## config.mk

```make
export PLATFORM = sky130hd
export DESIGN_NAME = plane_wave_beam_array
export DESIGN_NICKNAME = d
export VERILOG_FILES = /design/src/rtl/beam_pkg.sv /design/src/rtl/beam_delay.sv /design/src/rtl/beam_ppcm.sv /design/src/rtl/plane_wave_beam_array.sv
export SDC_FILE = /design/constraint.sdc
export NUM_CORES = 2
export LEC_CHECK = 0
export ABC_AREA = 0
export BUFFER_PORTS_ARGS = -buffer_cell sky130_fd_sc_hd__buf_2
export CAP_MARGIN = 20
export CELL_PAD_IN_SITES_DETAIL_PLACEMENT = 0
export CELL_PAD_IN_SITES_GLOBAL_PLACEMENT = 1
export CORE_MARGIN = 1
export CORE_UTILIZATION = 52
export DETAILED_ROUTE_END_ITERATION = 8
export GPL_TIMING_DRIVEN = 0
export MAX_ROUTING_LAYER = met4
export PLACE_DENSITY = 0.82
export SLEW_MARGIN = 20
export SYNTH_ARGS = -nofsm -noshare
export SYNTH_HDL_FRONTEND = slang
export SYNTH_SLANG_ARGS = --single-unit
```

## constraint.sdc

```tcl
create_clock -name clk_i -period 4.3 [get_ports clk_i]
set_input_delay 0.86 -clock clk_i [delete_from_list [all_inputs] [get_ports clk_i]]
set_output_delay 0.86 -clock clk_i [all_outputs]
set_load 0.02 [all_outputs]
```

## src/rtl/beam_pkg.sv

```systemverilog
package beam_pkg;

  // width of the pre-saturation accumulator in a cell
  function automatic int acc_width(input int w, input int cw, input int frac);
    return w + cw - frac + 2;
  endfunction

  // register stages from input capture to the output port
  function automatic int array_latency(input int n_ch);
    return n_ch + 1;
  endfunction

endpackage

```

## src/rtl/beam_delay.sv

```systemverilog
module beam_delay #(
  parameter int W     = 16,
  parameter int DEPTH = 1
) (
  input  logic         clk_i,
  input  logic         rst_ni,
  input  logic [W-1:0] d_i,
  output logic [W-1:0] q_o
);

  logic [W-1:0] dly_q [DEPTH];

  always_ff @(posedge clk_i or negedge rst_ni) begin
    if (!rst_ni) begin
      for (int i = 0; i < DEPTH; i++) dly_q[i] <= '0;
    end else begin
      dly_q[0] <= d_i;
      for (int i = 1; i < DEPTH; i++) dly_q[i] <= dly_q[i-1];
    end
  end

  assign q_o = dly_q[DEPTH-1];

endmodule

```

## src/rtl/beam_ppcm.sv

```systemverilog
module beam_ppcm #(
  parameter int W    = 16,
  parameter int CW   = 15,
  parameter int FRAC = 13,
  parameter int C1   = 10240,
  parameter int C2   = -4096
) (
  input  logic                clk_i,
  input  logic                rst_ni,
  input  logic signed [W-1:0] x_i,    // own channel sample, already skewed
  input  logic signed [W-1:0] nb_i,   // neighbour output, one frame back
  input  logic signed [W-1:0] far_i,  // second neighbour output, two frames back
  output logic signed [W-1:0] y_o
);

  localparam int PW = W + CW;
  localparam int SW = beam_pkg::acc_width(W, CW, FRAC);
  localparam logic signed [CW-1:0] K1 = CW'(C1);
  localparam logic signed [CW-1:0] K2 = CW'(C2);
  localparam logic signed [SW-1:0] HI = {{(SW-W+1){1'b0}}, {(W-1){1'b1}}};
  localparam logic signed [SW-1:0] LO = {{(SW-W+1){1'b1}}, {(W-1){1'b0}}};

  logic signed [PW-1:0] m1_d, m2_d, m1_q, m2_q;
  logic signed [W-1:0]  x_q, y_d, y_q;
  logic signed [SW-1:0] sum;

  // stage 1: products
  assign m1_d = PW'(nb_i)  * PW'(K1);
  assign m2_d = PW'(far_i) * PW'(K2);

  always_ff @(posedge clk_i or negedge rst_ni) begin
    if (!rst_ni) begin
      x_q  <= '0;
      m1_q <= '0;
      m2_q <= '0;
    end else begin
      x_q  <= x_i;
      m1_q <= m1_d;
      m2_q <= m2_d;
    end
  end

  // stage 2: floor-shift, sum, saturate
  assign sum = SW'(x_q) + SW'(m1_q >>> FRAC) + SW'(m2_q >>> FRAC);

  always_comb begin
    if (sum > HI)      y_d = {1'b0, {(W-1){1'b1}}};
    else if (sum < LO) y_d = {1'b1, {(W-1){1'b0}}};
    else               y_d = W'(sum);
  end

  always_ff @(posedge clk_i or negedge rst_ni) begin
    if (!rst_ni) y_q <= '0;
    else         y_q <= y_d;
  end

  assign y_o = y_q;

endmodule

```

## src/rtl/plane_wave_beam_array.sv

```systemverilog
module plane_wave_beam_array #(
  parameter int N    = 10,
  parameter int W    = 16,
  parameter int CW   = 15,
  parameter int FRAC = 13,
  parameter int C1   = 10240,
  parameter int C2   = -4096
) (
  input  logic           clk_i,
  input  logic           rst_ni,
  input  logic           valid_i,
  input  logic [N*W-1:0] frame_i,
  output logic           valid_o,
  output logic [N*W-1:0] frame_o
);

  localparam int LAT = beam_pkg::array_latency(N);

  logic [N*W-1:0]      frame_g;
  logic [LAT-1:0]      vld_q;
  logic signed [W-1:0] cell_y [N];    // cell outputs
  logic signed [W-1:0] fwd    [N-1];  // fwd[n] feeds cell n+1 as far input

  assign frame_g = valid_i ? frame_i : '0;

  always_ff @(posedge clk_i or negedge rst_ni) begin
    if (!rst_ni) vld_q <= '0;
    else         vld_q <= {vld_q[LAT-2:0], valid_i};
  end
  assign valid_o = vld_q[LAT-1];

  for (genvar n = 0; n < N; n++) begin : gen_ch
    logic signed [W-1:0] x_sk, nb, far, y_al;

    // input skew: channel n waits n cycles
    if (n == 0) begin : gen_noskew
      assign x_sk = frame_g[W-1:0];
    end else begin : gen_skew
      beam_delay #(.W(W), .DEPTH(n)) u_skew (
        .clk_i (clk_i),
        .rst_ni(rst_ni),
        .d_i   (frame_g[n*W +: W]),
        .q_o   (x_sk)
      );
    end

    // neighbour links; spatial boundary tied to zero
    if (n == 0) begin : gen_nb0
      assign nb = '0;
    end else begin : gen_nb
      assign nb = cell_y[n-1];
    end

    if (n == 0) begin : gen_far0
      assign far = '0;
    end else begin : gen_far
      assign far = fwd[n-1];
    end

    // forward of this cell's neighbour input, two frames deep
    if (n < N-1) begin : gen_fwd
      if (n == 0) begin : gen_fwd0
        assign fwd[n] = '0;
      end else begin : gen_fwdq
        beam_delay #(.W(W), .DEPTH(2)) u_fwd (
          .clk_i (clk_i),
          .rst_ni(rst_ni),
          .d_i   (cell_y[n-1]),
          .q_o   (fwd[n])
        );
      end
    end

    beam_ppcm #(
      .W(W), .CW(CW), .FRAC(FRAC), .C1(C1), .C2(C2)
    ) u_cell (
      .clk_i (clk_i),
      .rst_ni(rst_ni),
      .x_i   (x_sk),
      .nb_i  (nb),
      .far_i (far),
      .y_o   (cell_y[n])
    );

    // output deskew: channel n waits N-1-n cycles
    if (n == N-1) begin : gen_nodsk
      assign y_al = cell_y[n];
    end else begin : gen_dsk
      beam_delay #(.W(W), .DEPTH(N-1-n)) u_dsk (
        .clk_i (clk_i),
        .rst_ni(rst_ni),
        .d_i   (cell_y[n]),
        .q_o   (y_al)
      );
    end

    assign frame_o[n*W +: W] = y_al;
  end

endmodule

```

# == Yosys cells after proc, flatten, opt, wreduce, memory -nomap -nowiden ==
# Cells that the tools add are included.
# word_totals
reg_bits,2103
ramBits,0
romBits,0
latchBits,0
memories,0
out_inout_bits,161
elab_cells,203
# op_classes
add_sub_neg,25
muxes,21
order_cmp,20
n_eq_ne,0
mul,9
shift,0
bitwise,0
n_div,0
reduce_logical,0
# op_table
operator,n
$mux W16,20
$gt A20 B16 Y1 const B,9
$lt A20 B16 Y1 const B,9
$mul A16 B4 Y20 const B,9
$add A16 B18 Y19,9
$add A19 B18 Y20,8
$mux W160,1
$neg A16 Y19,8
$gt A16 B16 Y1 const B,1
$lt A16 B16 Y1 const B,1

# == Longest topological paths before layout ==
# logic_depth
depth_word,5
ltp_mapped,16
depth_no_buf,15

# == Hierarchy ==
# Synthesis repeated with hierarchy kept, for this count alone.
# unflattened
hier_cells,6212
area_unflattened_um2,90408.0
# by_module_without_submodules
mod,instances,area_each_um2,cells_per_inst
beam_ppcm (gen_ch[2].u_cell ...),3,4396.7,408
beam_ppcm (gen_ch[0].u_cell ...),3,4246.6,377
beam_delay (gen_ch[1].gen_fwd.gen_fwdq.u_fwd ...),10,920.9,48
beam_delay (gen_ch[0].gen_dsk.u_dsk ...),2,3723.6,160
beam_delay (gen_ch[1].gen_dsk.u_dsk ...),2,3323.2,144
beam_delay (gen_ch[2].gen_dsk.u_dsk ...),2,2922.8,128
beam_delay (gen_ch[3].gen_dsk.u_dsk ...),2,2522.4,112
beam_ppcm (gen_ch[8].u_cell),1,4540.6,403
beam_ppcm (gen_ch[5].u_cell),1,4526.8,415
beam_ppcm (gen_ch[9].u_cell),1,4339.2,393
beam_ppcm (gen_ch[3].u_cell),1,4314.1,377
beam_delay (gen_ch[4].gen_dsk.u_dsk ...),2,2122.0,96
beam_delay (gen_ch[4].gen_skew.u_skew ...),2,1721.7,80
beam_delay (gen_ch[3].gen_skew.u_skew ...),2,1321.3,64
2 more rows,n/a,n/a,n/a

# == Least setup slack after synthesis ==
# Ideal clock, no wire load.
# synth_path
path_type,register to register
start,register gen_ch[5].u_cell.x_q[1]
end,register gen_ch[5].u_cell.y_q[1]
path_buffers,1
setup_ps,127
period_less_slack_ps,3475
arrival_ps,3349
path_stages_with_launch,16
setup_slack_ps,825
t_required_ps,4173
cell_sequence,dfrtp_1 inv_1 fa_1 inv_1 ha_1 fa_1 a211oi_1 nor2_1 o31ai_2 a311oi_1 or3_1 a21oi_2 o21ai_0 a21oi_2 buf_6 a21oi_1
# synth_via
elab_chain_cells,5
elab_cells_between_ends,6
# synth_lines
element,line,source
from (decl),beam_ppcm.sv:24,"logic signed [W-1:0] x_q, y_d, y_q;"
from (signal assigned),beam_ppcm.sv:37,x_q <= x_i;
$add A16 B18 Y19 (*),beam_ppcm.sv:44,assign sum = SW'(x_q) + SW'(m1_q >>> FRAC) + SW'(m2_q >>> FRAC);
$add A19 B18 Y20 (*),beam_ppcm.sv:44,
$lt A20 B16 Y1,beam_ppcm.sv:48,"else if (sum < LO) y_d = {1'b1, {(W-1){1'b0}}};"
$mux W16,beam_ppcm.sv:48,
$mux W16 (*),beam_ppcm.sv:47,"if (sum > HI) y_d = {1'b0, {(W-1){1'b1}}};"
net gen_ch[5].u_cell.y_d[1],beam_ppcm.sv:24,
to (signal assigned),beam_ppcm.sv:54,else y_q <= y_d;
to (decl),beam_ppcm.sv:24,
# The timed path passes the listed nets; every way through them passes the cells marked *.

# == Worst setup path after layout ==
# layout_path
start,register gen_ch[8].u_cell.m2_q[14]
end,register gen_ch[8].u_cell.y_q[6]
# layout_via
elab_chain_cells,4
elab_cells_between_ends,5
# layout_lines
element,line,source
from (decl),beam_ppcm.sv:23,"logic signed [PW-1:0] m1_d, m2_d, m1_q, m2_q;"
from (signal assigned),beam_ppcm.sv:39,m2_q <= m2_d;
$add A19 B18 Y20 (*),beam_ppcm.sv:44,
$lt A20 B16 Y1,beam_ppcm.sv:48,
$mux W16,beam_ppcm.sv:48,
$mux W16 (*),beam_ppcm.sv:47,
net gen_ch[8].u_cell.y_d[6],beam_ppcm.sv:24,
to (signal assigned),beam_ppcm.sv:54,
to (decl),beam_ppcm.sv:24,
# Marks and branches as above.

==> flow_summary_export.csv <==
group,metric,value,unit
sta,tightest_slew,0.9912,ns
yosys,synthCells,5025,
yosys,synth_fp_nets,5782,
clock_tree,htreeDepth,4,
setup_path,cp_slowest_cell,"fa_1",
placed_design,dp_hpwl,101600,um
yosys,synth_area_leader_cell,"dfrtp_1",
clock_tree,cts.sinks,2077,
floorplanning,start_util,52.45,%
global_route,overflow,0,
detailed_routing,routed_via_density,5.059,
cells_and_area,fin_area,87090,um2
detailed_routing,drtIter0Drc,2144,
setup_path,crit_arrival,4.75,ns
setup_path,crit_path_start_kind,"flip-flop",
run,drv_cap,0,
floorplanning,io_pins,324,
sta,fin_crit_sh,94.71,%
yosys,yosysMostFrequentCell,"dfrtp_1",
placed_design,place_inst,7267,
detailed_routing,drt_first_pass_iters,8,
placed_design,dpl_cell_area,79880,um2
setup_path,cp_max_fo,10,
sta,finalHoldViolations,0,
cells_and_area,syn_to_final_growth,15.44,%
detailed_routing,vias,38640,
detailed_routing,ant_nets,0,
sta,slew_headroom,33.31,%
global_route,first_global_vias,40790,
status,violations,"design-rule violations",
yosys,ys_types,96,
floorplanning,rows,139,
sta,maxSlewViolCount,0,
floorplanning,core,143800,um2
placed_design,io_buffer_count,323,
yosys,synthFlopType,"dfrtp_1",
setup_path,critical_path_class,"flip-flop to flip-flop",
status,status,"finished, violations left",
sta,min_period,4.073,ns
setup_path,cp_num_buf_inv,3,
placed_design,place_ws,-0.07184,ns
cells_and_area,fin_nets,6323,
yosys,postSynthAreaPerCell,15.01,um2
setup_path,cp_top_family,"adder cells",
clock_tree,path_clk_slew,0.06,ns
global_route,grt_antenna_before_repair,13,
sta,timing.fmax,0.2455,GHz
yosys,synth_edf_count,0,
yosys,ys_ff_latch,2077,
clock_tree,cts_tree,"yes",
global_route,grt_pass1_wl,228000,um
setup_path,required,4.98,ns
cells_and_area,layout.cells.non_filler,7638,
cells_and_area,fin_util,60.55,%
setup_path,max_stage_delay,0.53,ns
sta,setup_violations,0,
global_route,grt_start_max_net_pins,148,
detailed_routing,drt-total-wl,142600,um
yosys,synth_seq_area_share,68.89,%
yosys,syn-cell-area,75440,um2
sta,skew,0.05549,ns
detailed_routing,routedWlPerCell,18.66,um
cells_and_area,fill_cells,10580,
cells_and_area,drive_gt1_share,16.27,%
setup_path,cp-end-kind,"flip-flop",
yosys,yosys_warnings,0,
clock_tree,cts_buffer_depth,3,
sta,worst_slack,0.2273,ns
yosys,synthTopCellsByArea,"dfrtp_1 (69%), ha_1 (7.2%), fa_1 (4.3%)",
yosys,synth_common_cells,"dfrtp_1 (2077), ha_1 (432), a21oi_1 (270), xnor2_1 (242), nor2_1 (190)",
floorplanning,die_x,382.9,um
floorplanning,dieArea,146600,um2
detailed_routing,drcViolationCount,40,
placed_design,gp_congestion,0.8688,
min_path,hold_path.class,"input port to flip-flop",
floorplanning,floorplan.die.height,382.9,um
global_route,grt_usage,20.87,%
setup_path,path_cells,"inv_1, fa_1, inv_1, ha_1, fa_1, a211oi_2, o21ai_0, a31oi_2, nor3_1, nor3_1, xnor2_1, nor4_4, nand2b_2, buf_6, o21ai_1",
clock_tree,cts_inserted_buffers,198,
clock_tree,worstSkewPairLatency,0.82,ns
yosys,async_flop_share,100.0,%
clock_tree,clock-root-buffer,"clkbuf_16",
yosys,post-synth-top-area-fraction,68.89,%
## metal layers
metal,part of all wire [%],global-route usage (%)
met1,46,28.75
met2,48,32.48
met3,4.0,3.347
met4,2.4,5.822
met5,0,-
## worst paths after layout
| kind | from | endpoint | slack [ns] | cells after the start |
|---|---|---|---|---|
| setup / recovery | gen_ch[8].u_cell.m2_q[14]$_DFF_PN0_ | gen_ch[8].u_cell.y_o[6]$_DFF_PN0_ | 0.23 | 15 |
| hold / removal | frame_i[61] | gen_ch[3].gen_skew.u_skew.dly_q[45]$_DFF_PN0_ | 0.25 | 2 |
| setup reg to reg | gen_ch[8].u_cell.m2_q[14]$_DFF_PN0_ | gen_ch[8].u_cell.y_o[6]$_DFF_PN0_ | 0.23 | 15 |
| hold reg to reg | gen_ch[7].gen_skew.u_skew.dly_q[72]$_DFF_PN0_ | gen_ch[7].gen_skew.u_skew.dly_q[56]$_DFF_PN0_ | 0.31 | 0 |
| max in group asynchronous | rst_ni | gen_ch[6].gen_skew.u_skew.dly_q[92]$_DFF_PN0_ | 0.87 | 6 |
| min in group asynchronous | rst_ni | gen_ch[9].u_cell.y_o[12]$_DFF_PN0_ | 0.64 | 2 |
## stage by stage
stage / setup TNS (ns) / hold WS, ns
after floorplan: 0 / 0.3312
after global placement: - / 0.3313
after detailed placement: -0.5756 / 0.3347
after CTS: 0 / 0.1759
after global routing: -0.02402 / 0.2066
final: 0 / 0.2510
## state kept, by name (all words and copies together), names as in the netlist
| register | count |
|---|---|
| gen_ch.gen_skew.u_skew.dly_q | 576 |
| gen_ch.gen_dsk.u_dsk.dly_q | 448 |
| gen_ch.u_cell.m1_q | 162 |
| gen_ch.u_cell.x_q | 160 |
| gen_ch.u_cell.y_o | 160 |
| gen_ch.gen_skew.u_skew.q_o | 144 |
| gen_ch.u_cell.m2_q | 144 |
| gen_ch.gen_dsk.u_dsk.q_o | 128 |
| gen_ch.gen_fwd.gen_fwdq.u_fwd.q_o | 128 |
| gen_ch.gen_fwd.gen_fwdq.u_fwd.dly_q | 16 |
| vld_q | 11 |
## layout make-up
| class | instances | area (um2) | area share, % |
|---|---|---|---|
| inverter | 145 | 544.3 | 0.6249 |
| timing repair buffer | 342 | 2074 | 2.382 |
| clock buffer | 255 | 5570 | 6.396 |
| multi-input combinational | 2618 | 21720 | 24.94 |
| tap | 1903 | 2381 | 2.734 |
| sequential | 2077 | 51970 | 59.68 |
| clock inverter | 108 | 1575 | 1.809 |
| antenna | 6 | 15.01 | 0.01724 |
| buffer | 184 | 1240 | 1.424 |
## cells in the final DEF (no fill, tap or decap), types with 33 or more instances in the layout
master	Yosys	final
xnor2_1	242	242
o21a_1	44	44
nor3_1	101	101
buf_4	133	135
clkinv_2	0	33
clkbuf_16	0	199
a21o_1	108	108
clkbuf_8	0	38
dfrtp_1	2077	2077
ha_1	432	432
o21ai_0	99	99
nor2_1	190	190
nor2b_1	38	38
inv_1	145	145
fa_1	162	162
nand3_1	48	48
clkbuf_1	38	54
o21bai_1	36	36
and2_1	167	167
buf_2	9	332
nand2_1	155	155
a21oi_1	270	269
xor2_1	117	117
## cell families after synthesis
group | synth area share, %
muxes | 0.08458
DFF | 68.89
AOI/OAI and AO/OA | 6.951
xor gates and xnor gates | 4.211
buffers and inverters | 2.368
and+or+nand+nor | 6.032
adders and majority gates | 11.46
## what timing repair did
item,CTS,global route
endpoints found under the setup margin,13,22
gates resized for setup,2,3
hold buffers,1,0
buffers inserted,0,2
hold endpoints to repair,63,0
pin swaps,0,2
Power is left out: the tool's default activity adds up to more than one toggle a clock period on the data nets, which glitch-free logic cannot reach.
